$ cat config.mk
export PLATFORM = sky130hd
export DESIGN_NAME = pdt_top
export DESIGN_NICKNAME = d
export VERILOG_FILES = /design/src/rtl/pdt_pkg.sv /design/src/rtl/pdt_counter.sv /design/src/rtl/pdt_datapath.sv /design/src/rtl/pdt_ctrl.sv /design/src/rtl/pdt_top.sv
export SDC_FILE = /design/constraint.sdc
export NUM_CORES = 1
export LEC_CHECK = 0
export BUFFER_PORTS_ARGS = -buffer_cell sky130_fd_sc_hd__buf_2
export CAP_MARGIN = 20
export CELL_PAD_IN_SITES_DETAIL_PLACEMENT = 0
export CELL_PAD_IN_SITES_GLOBAL_PLACEMENT = 1
export CORE_ASPECT_RATIO = 2
export CORE_MARGIN = 2
export CORE_UTILIZATION = 48
export DETAILED_ROUTE_END_ITERATION = 8
export PLACE_DENSITY_LB_ADDON = 0.1
export SETUP_SLACK_MARGIN = 0.5
export SKIP_CTS_REPAIR_TIMING = 1
export SYNTH_ARGS = -nofsm -noshare
export SYNTH_HDL_FRONTEND = slang
export SYNTH_SLANG_ARGS = --single-unit
$ cat constraint.sdc
create_clock -name clk -period 2.9 [get_ports clk]
set_input_delay 0.29 -clock clk [delete_from_list [all_inputs] [get_ports clk]]
set_output_delay 0.29 -clock clk [all_outputs]
set_load 0.05 [all_outputs]
$ cat src/rtl/pdt_pkg.sv
package pdt_pkg;

  localparam int BYTE_W = 8;
  localparam int CNT_W  = 2 * BYTE_W;
  localparam int FLG_W  = BYTE_W - 1;

  // register addresses (behavioural map decoded by the bus control)
  localparam int RA_T1_CLO = 0;
  localparam int RA_T1_CHI = 1;
  localparam int RA_T1_LLO = 2;
  localparam int RA_T1_LHI = 3;
  localparam int RA_T2_CLO = 4;
  localparam int RA_T2_CHI = 5;
  localparam int RA_MODE   = 6;
  localparam int RA_FLAG   = 7;
  localparam int RA_ENAB   = 8;

  localparam int FLG_T1  = 6;
  localparam int FLG_T2  = 5;
  localparam int FLG_SH  = 2;
  localparam int MODE_T1_CONT = 6;

  localparam logic [FLG_W-1:0] FLAG_MASK =
    FLG_W'((1 << FLG_T1) | (1 << FLG_T2) | (1 << FLG_SH));

  // strobes from bus control into the datapath
  typedef struct packed {
    logic              t1LatLo;
    logic              t1LatHi;
    logic              t1LoadHi;
    logic              t1Ack;
    logic              t2LatLo;
    logic              t2LoadHi;
    logic              t2Ack;
    logic              modeWr;
    logic              flagWr;
    logic              enabWr;
    logic [BYTE_W-1:0] data;
  } strobes_t;

endpackage

$ cat src/rtl/pdt_counter.sv
module pdt_counter
  import pdt_pkg::*;
#(
  parameter int W         = CNT_W,
  parameter bit RELOAD_OK = 1'b1
) (
  input  logic         clk,
  input  logic         rstN,
  input  logic         tick,
  input  logic         load,
  input  logic         contMode,
  input  logic [W-1:0] latchVal,
  output logic [W-1:0] count,
  output logic         expire
);

  logic armed;
  logic atZero;
  logic reloadNow;

  assign atZero    = (count == '0);
  assign reloadNow = RELOAD_OK && contMode;
  // a load in the same cycle overrides any tick
  assign expire    = tick && atZero && armed && !load;

  always_ff @(posedge clk or negedge rstN) begin
    if (!rstN) begin
      count <= '1;
      armed <= 1'b0;
    end else if (load) begin
      count <= latchVal;
      armed <= 1'b1;
    end else if (tick) begin
      if (atZero && reloadNow) count <= latchVal;
      else                     count <= count - 1'b1;
      if (atZero && !reloadNow) armed <= 1'b0;
    end
  end

endmodule

$ cat src/rtl/pdt_datapath.sv
module pdt_datapath
  import pdt_pkg::*;
(
  input  logic              clk,
  input  logic              rstN,
  input  strobes_t          stb,
  input  logic              t1Tick,
  input  logic              t2Tick,
  input  logic              shiftEvent,
  output logic [CNT_W-1:0]  t1Count,
  output logic [CNT_W-1:0]  t1Latch,
  output logic [CNT_W-1:0]  t2Count,
  output logic [CNT_W-1:0]  t2Latch,
  output logic [BYTE_W-1:0] modeQ,
  output logic [FLG_W-1:0]  flagQ,
  output logic [FLG_W-1:0]  enabQ,
  output logic              irq
);

  localparam int NTMR = 2;

  logic [CNT_W-1:0] loadVal [NTMR];
  logic [CNT_W-1:0] cntArr  [NTMR];
  logic [NTMR-1:0]  loadArr;
  logic [NTMR-1:0]  tickArr;
  logic [NTMR-1:0]  expArr;

  // reload latches
  always_ff @(posedge clk or negedge rstN) begin
    if (!rstN) begin
      t1Latch <= '1;
      t2Latch <= '1;
    end else begin
      if (stb.t1LatLo)                 t1Latch[BYTE_W-1:0]     <= stb.data;
      if (stb.t1LatHi || stb.t1LoadHi) t1Latch[CNT_W-1:BYTE_W] <= stb.data;
      if (stb.t2LatLo)                 t2Latch[BYTE_W-1:0]     <= stb.data;
      if (stb.t2LoadHi)                t2Latch[CNT_W-1:BYTE_W] <= stb.data;
    end
  end

  // the counter takes the freshly written high byte in the loading access
  assign loadVal[0] = stb.t1LoadHi ? {stb.data, t1Latch[BYTE_W-1:0]} : t1Latch;
  assign loadVal[1] = stb.t2LoadHi ? {stb.data, t2Latch[BYTE_W-1:0]} : t2Latch;
  assign loadArr    = {stb.t2LoadHi, stb.t1LoadHi};
  assign tickArr    = {t2Tick, t1Tick};

  // timer A may reload, timer B never does
  for (genvar i = 0; i < NTMR; i++) begin : g_tmr
    pdt_counter #(
      .W         (CNT_W),
      .RELOAD_OK (i == 0)
    ) u_cnt (
      .clk      (clk),
      .rstN     (rstN),
      .tick     (tickArr[i]),
      .load     (loadArr[i]),
      .contMode (modeQ[MODE_T1_CONT]),
      .latchVal (loadVal[i]),
      .count    (cntArr[i]),
      .expire   (expArr[i])
    );
  end

  assign t1Count = cntArr[0];
  assign t2Count = cntArr[1];

  // mode register
  always_ff @(posedge clk or negedge rstN) begin
    if (!rstN)           modeQ <= '0;
    else if (stb.modeWr) modeQ <= stb.data;
  end

  // flags: a set in the same cycle as a clear wins
  logic [FLG_W-1:0] setVec;
  logic [FLG_W-1:0] clrVec;

  always_comb begin
    setVec         = '0;
    setVec[FLG_T1] = expArr[0];
    setVec[FLG_T2] = expArr[1];
    setVec[FLG_SH] = shiftEvent;
    clrVec         = stb.flagWr ? stb.data[FLG_W-1:0] : '0;
    if (stb.t1Ack || stb.t1LoadHi) clrVec[FLG_T1] = 1'b1;
    if (stb.t2Ack || stb.t2LoadHi) clrVec[FLG_T2] = 1'b1;
  end

  always_ff @(posedge clk or negedge rstN) begin
    if (!rstN) flagQ <= '0;
    else       flagQ <= ((flagQ & ~clrVec) | setVec) & FLAG_MASK;
  end

  // enables: top data bit picks set or clear
  always_ff @(posedge clk or negedge rstN) begin
    if (!rstN) begin
      enabQ <= '0;
    end else if (stb.enabWr) begin
      if (stb.data[BYTE_W-1]) enabQ <= (enabQ |  stb.data[FLG_W-1:0]) & FLAG_MASK;
      else                    enabQ <= (enabQ & ~stb.data[FLG_W-1:0]) & FLAG_MASK;
    end
  end

  assign irq = |(flagQ & enabQ);

endmodule

$ cat src/rtl/pdt_ctrl.sv
module pdt_ctrl
  import pdt_pkg::*;
#(
  parameter int ADDR_W = 4
) (
  input  logic              busSel,
  input  logic              busWr,
  input  logic [ADDR_W-1:0] busAddr,
  input  logic [BYTE_W-1:0] busWdata,
  input  logic [CNT_W-1:0]  t1Count,
  input  logic [CNT_W-1:0]  t1Latch,
  input  logic [CNT_W-1:0]  t2Count,
  input  logic [BYTE_W-1:0] modeQ,
  input  logic [FLG_W-1:0]  flagQ,
  input  logic [FLG_W-1:0]  enabQ,
  input  logic              irq,
  output strobes_t          stb,
  output logic [BYTE_W-1:0] busRdata
);

  logic wrEn;
  logic rdEn;

  assign wrEn = busSel && busWr;
  assign rdEn = busSel && !busWr;

  function automatic logic hit(input logic [ADDR_W-1:0] a, input int ra);
    return a == ADDR_W'(ra);
  endfunction

  always_comb begin
    stb          = '0;
    stb.data     = busWdata;
    stb.t1LatLo  = wrEn && (hit(busAddr, RA_T1_CLO) || hit(busAddr, RA_T1_LLO));
    stb.t1LatHi  = wrEn && hit(busAddr, RA_T1_LHI);
    stb.t1LoadHi = wrEn && hit(busAddr, RA_T1_CHI);
    stb.t1Ack    = rdEn && hit(busAddr, RA_T1_CLO);
    stb.t2LatLo  = wrEn && hit(busAddr, RA_T2_CLO);
    stb.t2LoadHi = wrEn && hit(busAddr, RA_T2_CHI);
    stb.t2Ack    = rdEn && hit(busAddr, RA_T2_CLO);
    stb.modeWr   = wrEn && hit(busAddr, RA_MODE);
    stb.flagWr   = wrEn && hit(busAddr, RA_FLAG);
    stb.enabWr   = wrEn && hit(busAddr, RA_ENAB);
  end

  always_comb begin
    busRdata = '0;
    if (hit(busAddr, RA_T1_CLO)) busRdata = t1Count[BYTE_W-1:0];
    if (hit(busAddr, RA_T1_CHI)) busRdata = t1Count[CNT_W-1:BYTE_W];
    if (hit(busAddr, RA_T1_LLO)) busRdata = t1Latch[BYTE_W-1:0];
    if (hit(busAddr, RA_T1_LHI)) busRdata = t1Latch[CNT_W-1:BYTE_W];
    if (hit(busAddr, RA_T2_CLO)) busRdata = t2Count[BYTE_W-1:0];
    if (hit(busAddr, RA_T2_CHI)) busRdata = t2Count[CNT_W-1:BYTE_W];
    if (hit(busAddr, RA_MODE))   busRdata = modeQ;
    if (hit(busAddr, RA_FLAG))   busRdata = {irq, flagQ};
    if (hit(busAddr, RA_ENAB))   busRdata = {1'b1, enabQ};
  end

endmodule

$ cat src/rtl/pdt_top.sv
module pdt_top
  import pdt_pkg::*;
#(
  parameter int ADDR_W = 4
) (
  input  logic              clk,
  input  logic              rstN,
  input  logic              busSel,
  input  logic              busWr,
  input  logic [ADDR_W-1:0] busAddr,
  input  logic [BYTE_W-1:0] busWdata,
  output logic [BYTE_W-1:0] busRdata,
  input  logic              t1Tick,
  input  logic              t2Tick,
  input  logic              shiftEvent,
  output logic              irq
);

  strobes_t          stb;
  logic [CNT_W-1:0]  t1Count;
  logic [CNT_W-1:0]  t1Latch;
  logic [CNT_W-1:0]  t2Count;
  logic [CNT_W-1:0]  t2Latch;
  logic [BYTE_W-1:0] modeQ;
  logic [FLG_W-1:0]  flagQ;
  logic [FLG_W-1:0]  enabQ;

  pdt_ctrl #(.ADDR_W(ADDR_W)) u_ctrl (
    .busSel   (busSel),
    .busWr    (busWr),
    .busAddr  (busAddr),
    .busWdata (busWdata),
    .t1Count  (t1Count),
    .t1Latch  (t1Latch),
    .t2Count  (t2Count),
    .modeQ    (modeQ),
    .flagQ    (flagQ),
    .enabQ    (enabQ),
    .irq      (irq),
    .stb      (stb),
    .busRdata (busRdata)
  );

  pdt_datapath u_dp (
    .clk        (clk),
    .rstN       (rstN),
    .stb        (stb),
    .t1Tick     (t1Tick),
    .t2Tick     (t2Tick),
    .shiftEvent (shiftEvent),
    .t1Count    (t1Count),
    .t1Latch    (t1Latch),
    .t2Count    (t2Count),
    .t2Latch    (t2Latch),
    .modeQ      (modeQ),
    .flagQ      (flagQ),
    .enabQ      (enabQ),
    .irq        (irq)
  );

endmodule

==> impl_metrics.tcl <==
set metrics [dict create \
    startpoint_type "flop" \
    end_kind "flop" \
    clk_pin_slew_ps 60 \
    clock-skew-final_ps 3.93 \
    die_w_um 73.5 \
    period_share 0.824 \
    async_flop_share 1.00 \
    top_usage_layer "met2" \
    route.detailed.drc 0 \
    synth_seq_cells 72 \
    vias 4165 \
    final_common_cell "dfstp_2" \
    clock_path_buffers 2 \
    die_h_um 143 \
    grt_pass1_vias 4164 \
    area_growth_pct 14.0 \
    fin_nets 531 \
    cts_tree "done" \
    synthesis.area_mm2 0.00463 \
    hold_viol_final 8 \
    whs_ps -32.0 \
    via_per_inst 6.75 \
    crit_slowest_cell "nor4_1" \
    ir_worst_vdd_mv 0.546 \
    grt_max_degree 73 \
    use_met2 0.538 \
    dpl.cell_count 600 \
    drv_slew 0 \
    place_congestion 0.978 \
    cts_buffers 9 \
    diodes 0 \
    fmax_mhz 419 \
    critical_path.cell_chain "nor4_1 -> nand4_1 -> buf_4 -> o21ai_0 -> a22o_1" \
    crit_family "simple AND/OR/NAND/NOR gates" \
    use_met1 0.314 \
    use_met3 0.0409 \
    drtAntennaViolNets 0 \
    p_per_area_mw_per_mm2 868 \
    wl_per_cell_um 23.8 \
    finalNonFillerCells 617 \
    synth_edf_count 0 \
    seq_area_frac_synth 0.404 \
    drt-pass1-iter-count 5 \
    holdCritPathClass "input pin to async pin" \
    worstSkewPairLatency_ps 340 \
    final_cell_mix "dfstp_2, nand2_1, mux2_2, o21ai_0, nor2_1" \
    worstSetupPathType "flop to flop" \
    setup_viol 0 \
    cts-root-buf "clkbuf_16" \
    die_area_mm2 0.0105 \
    crit_path_max_incr_delay_ps 650 \
    synth_ff_type "dfstp_2" \
    rsz0062_at_grt "false" \
    htree_levels 3 \
    start_util 0.494 \
    rows 50 \
    fin_crit_ps 2390 \
    maxCapViolations 0 \
    dp_hpwl_um 10800 \
    status "finished with violations" \
    slew_headroom 0.523 \
    fin_util 0.563 \
    antenna_found_initial 0 \
    drt_first_iter_violations 308 \
    critPathMaxFanout 7 \
    tightest_slew_ps 709 \
    grt_overflow_total 0 \
    portBuffers 27 \
    power.total_mw 4.59 \
    grt_usage 0.294 \
    yosysWarningCount 0 \
    clock_sinks 72 \
    synthesis.nets 510 \
    path_buf_inv 1 \
    crit_required_ps 3180 \
    grt_first_pass_wirelength_um 22900 \
    syn_avg_cell_area_um2 9.51 \
    finalSetupTns_ps 0 \
    wl_um 14700 \
    synthCells 487 \
    ys_types 66 \
    drive_gt1_frac 0.329 \
    core_mm2 0.00938 \
    arrival_ps 2670 \
    p_leak_nw 2.04 \
    io_pins 28 \
    violations "negative hold slack" \
]
-- metrics by stage --
stage	area, um^2	setup WS, ps
after detailed placement	4920	567
final	5280	511
after CTS	5260	365
after global placement	4920	598
after global routing	5280	509
after floorplan	4680	305
-- path summary, 6_finish.rpt --
kind	start	to	cells after the start	slack, ps
min in group clk	shiftEvent	u_dp.flagQ[2]	2	150
worst max-delay path	u_dp.g_tmr[0].u_cnt.count[9]	u_dp.g_tmr[0].u_cnt.count[2]	5	510
worst min-delay path	rstN	u_dp.modeQ[7]	2	-30
worst max register to register	u_dp.g_tmr[0].u_cnt.count[9]	u_dp.g_tmr[0].u_cnt.count[2]	5	510
worst min register to register	u_dp.g_tmr[0].u_cnt.armed	u_dp.g_tmr[0].u_cnt.armed	1	480
max in group asynchronous	rstN	u_dp.t1Latch[8]	2	2570
-- sequential cells by signal (all words and copies together) (netlist names), named ones only --
signal / cells
u_dp.flagQ: 3
u_dp.g_tmr.u_cnt.armed: 2
u_dp.g_tmr.u_cnt.count: 32
u_dp.modeQ: 8
u_dp.t1Latch: 16
u_dp.t2Latch: 8
-- area by class of cell --
class | instances | area [um^2]
fill | 849 | 4100
multi-input combinational | 360 | 2580
sequential | 72 | 1870
clock buffer | 12 | 267
timing repair buffer | 41 | 267
tap | 104 | 130
inverter | 24 | 90.1
clock inverter | 4 | 75.1
-- layer usage --
metal | share of wire | wire, um | up-vias
li1 | - | - | 1877
met1 | 0.36 | 5260 | 2084
met2 | 0.56 | 8250 | 160
met3 | 0.039 | 578 | 44
met4 | 0.039 | 567 | 0
met5 | 0 | 0 | -
-- cell families (layout without fill, tap and decap cells) --
kind of cell	Yosys count	in the layout	share of synthesized area
buffers and inverters	55	81	0.0481
flip-flops	72	72	0.404
AND/OR/NAND/NOR	171	171	0.210
multiplexers	43	43	0.116
XOR/XNOR	10	10	0.0189
adder cells (fa/ha/maj)	4	4	0.0108
AO/OA/AOI/OAI	132	132	0.192
-- report_power, final --
part	switching [mW]	internal (mW)	total (mW)	leakage, nW
clock	0.430	0.823	1.25	0.161
combinational	0.745	0.595	1.34	1.09
sequential	0.482	1.51	1.99	0.787
-- synth_stat cells (4+ instances only) --
master,n,area [um^2]
a21o_1,5,37.5
a21oi_1,24,120
a2bb2oi_1,4,35.0
a31oi_1,8,50.1
and3_1,6,37.5
buf_2,7,35.0
clkbuf_1,20,75.1
dfrtp_1,16,400
dfstp_2,56,1470
ha_1,4,50.1
inv_1,24,90.1
mux2_2,34,383
mux2i_1,4,40.0
mux4_2,4,90.1
nand2_1,40,150
nand2b_1,14,87.6
nand3_1,9,45.0
nand4_1,6,37.5
nand4bb_1,4,45.0
nor2_1,29,109
nor3_1,11,55.1
nor4_1,7,43.8
nor4b_1,4,35.0
o211ai_1,5,37.5
o21ai_0,32,160
o221ai_1,5,43.8
o22ai_1,7,43.8
o311ai_0,7,61.3
o31ai_1,6,45.0
o32ai_1,5,43.8
or2_2,4,25.0
or3_1,8,50.1
or4_1,5,37.5
xnor2_1,7,61.3
Note: power is estimated with default switching activity, not from simulation.
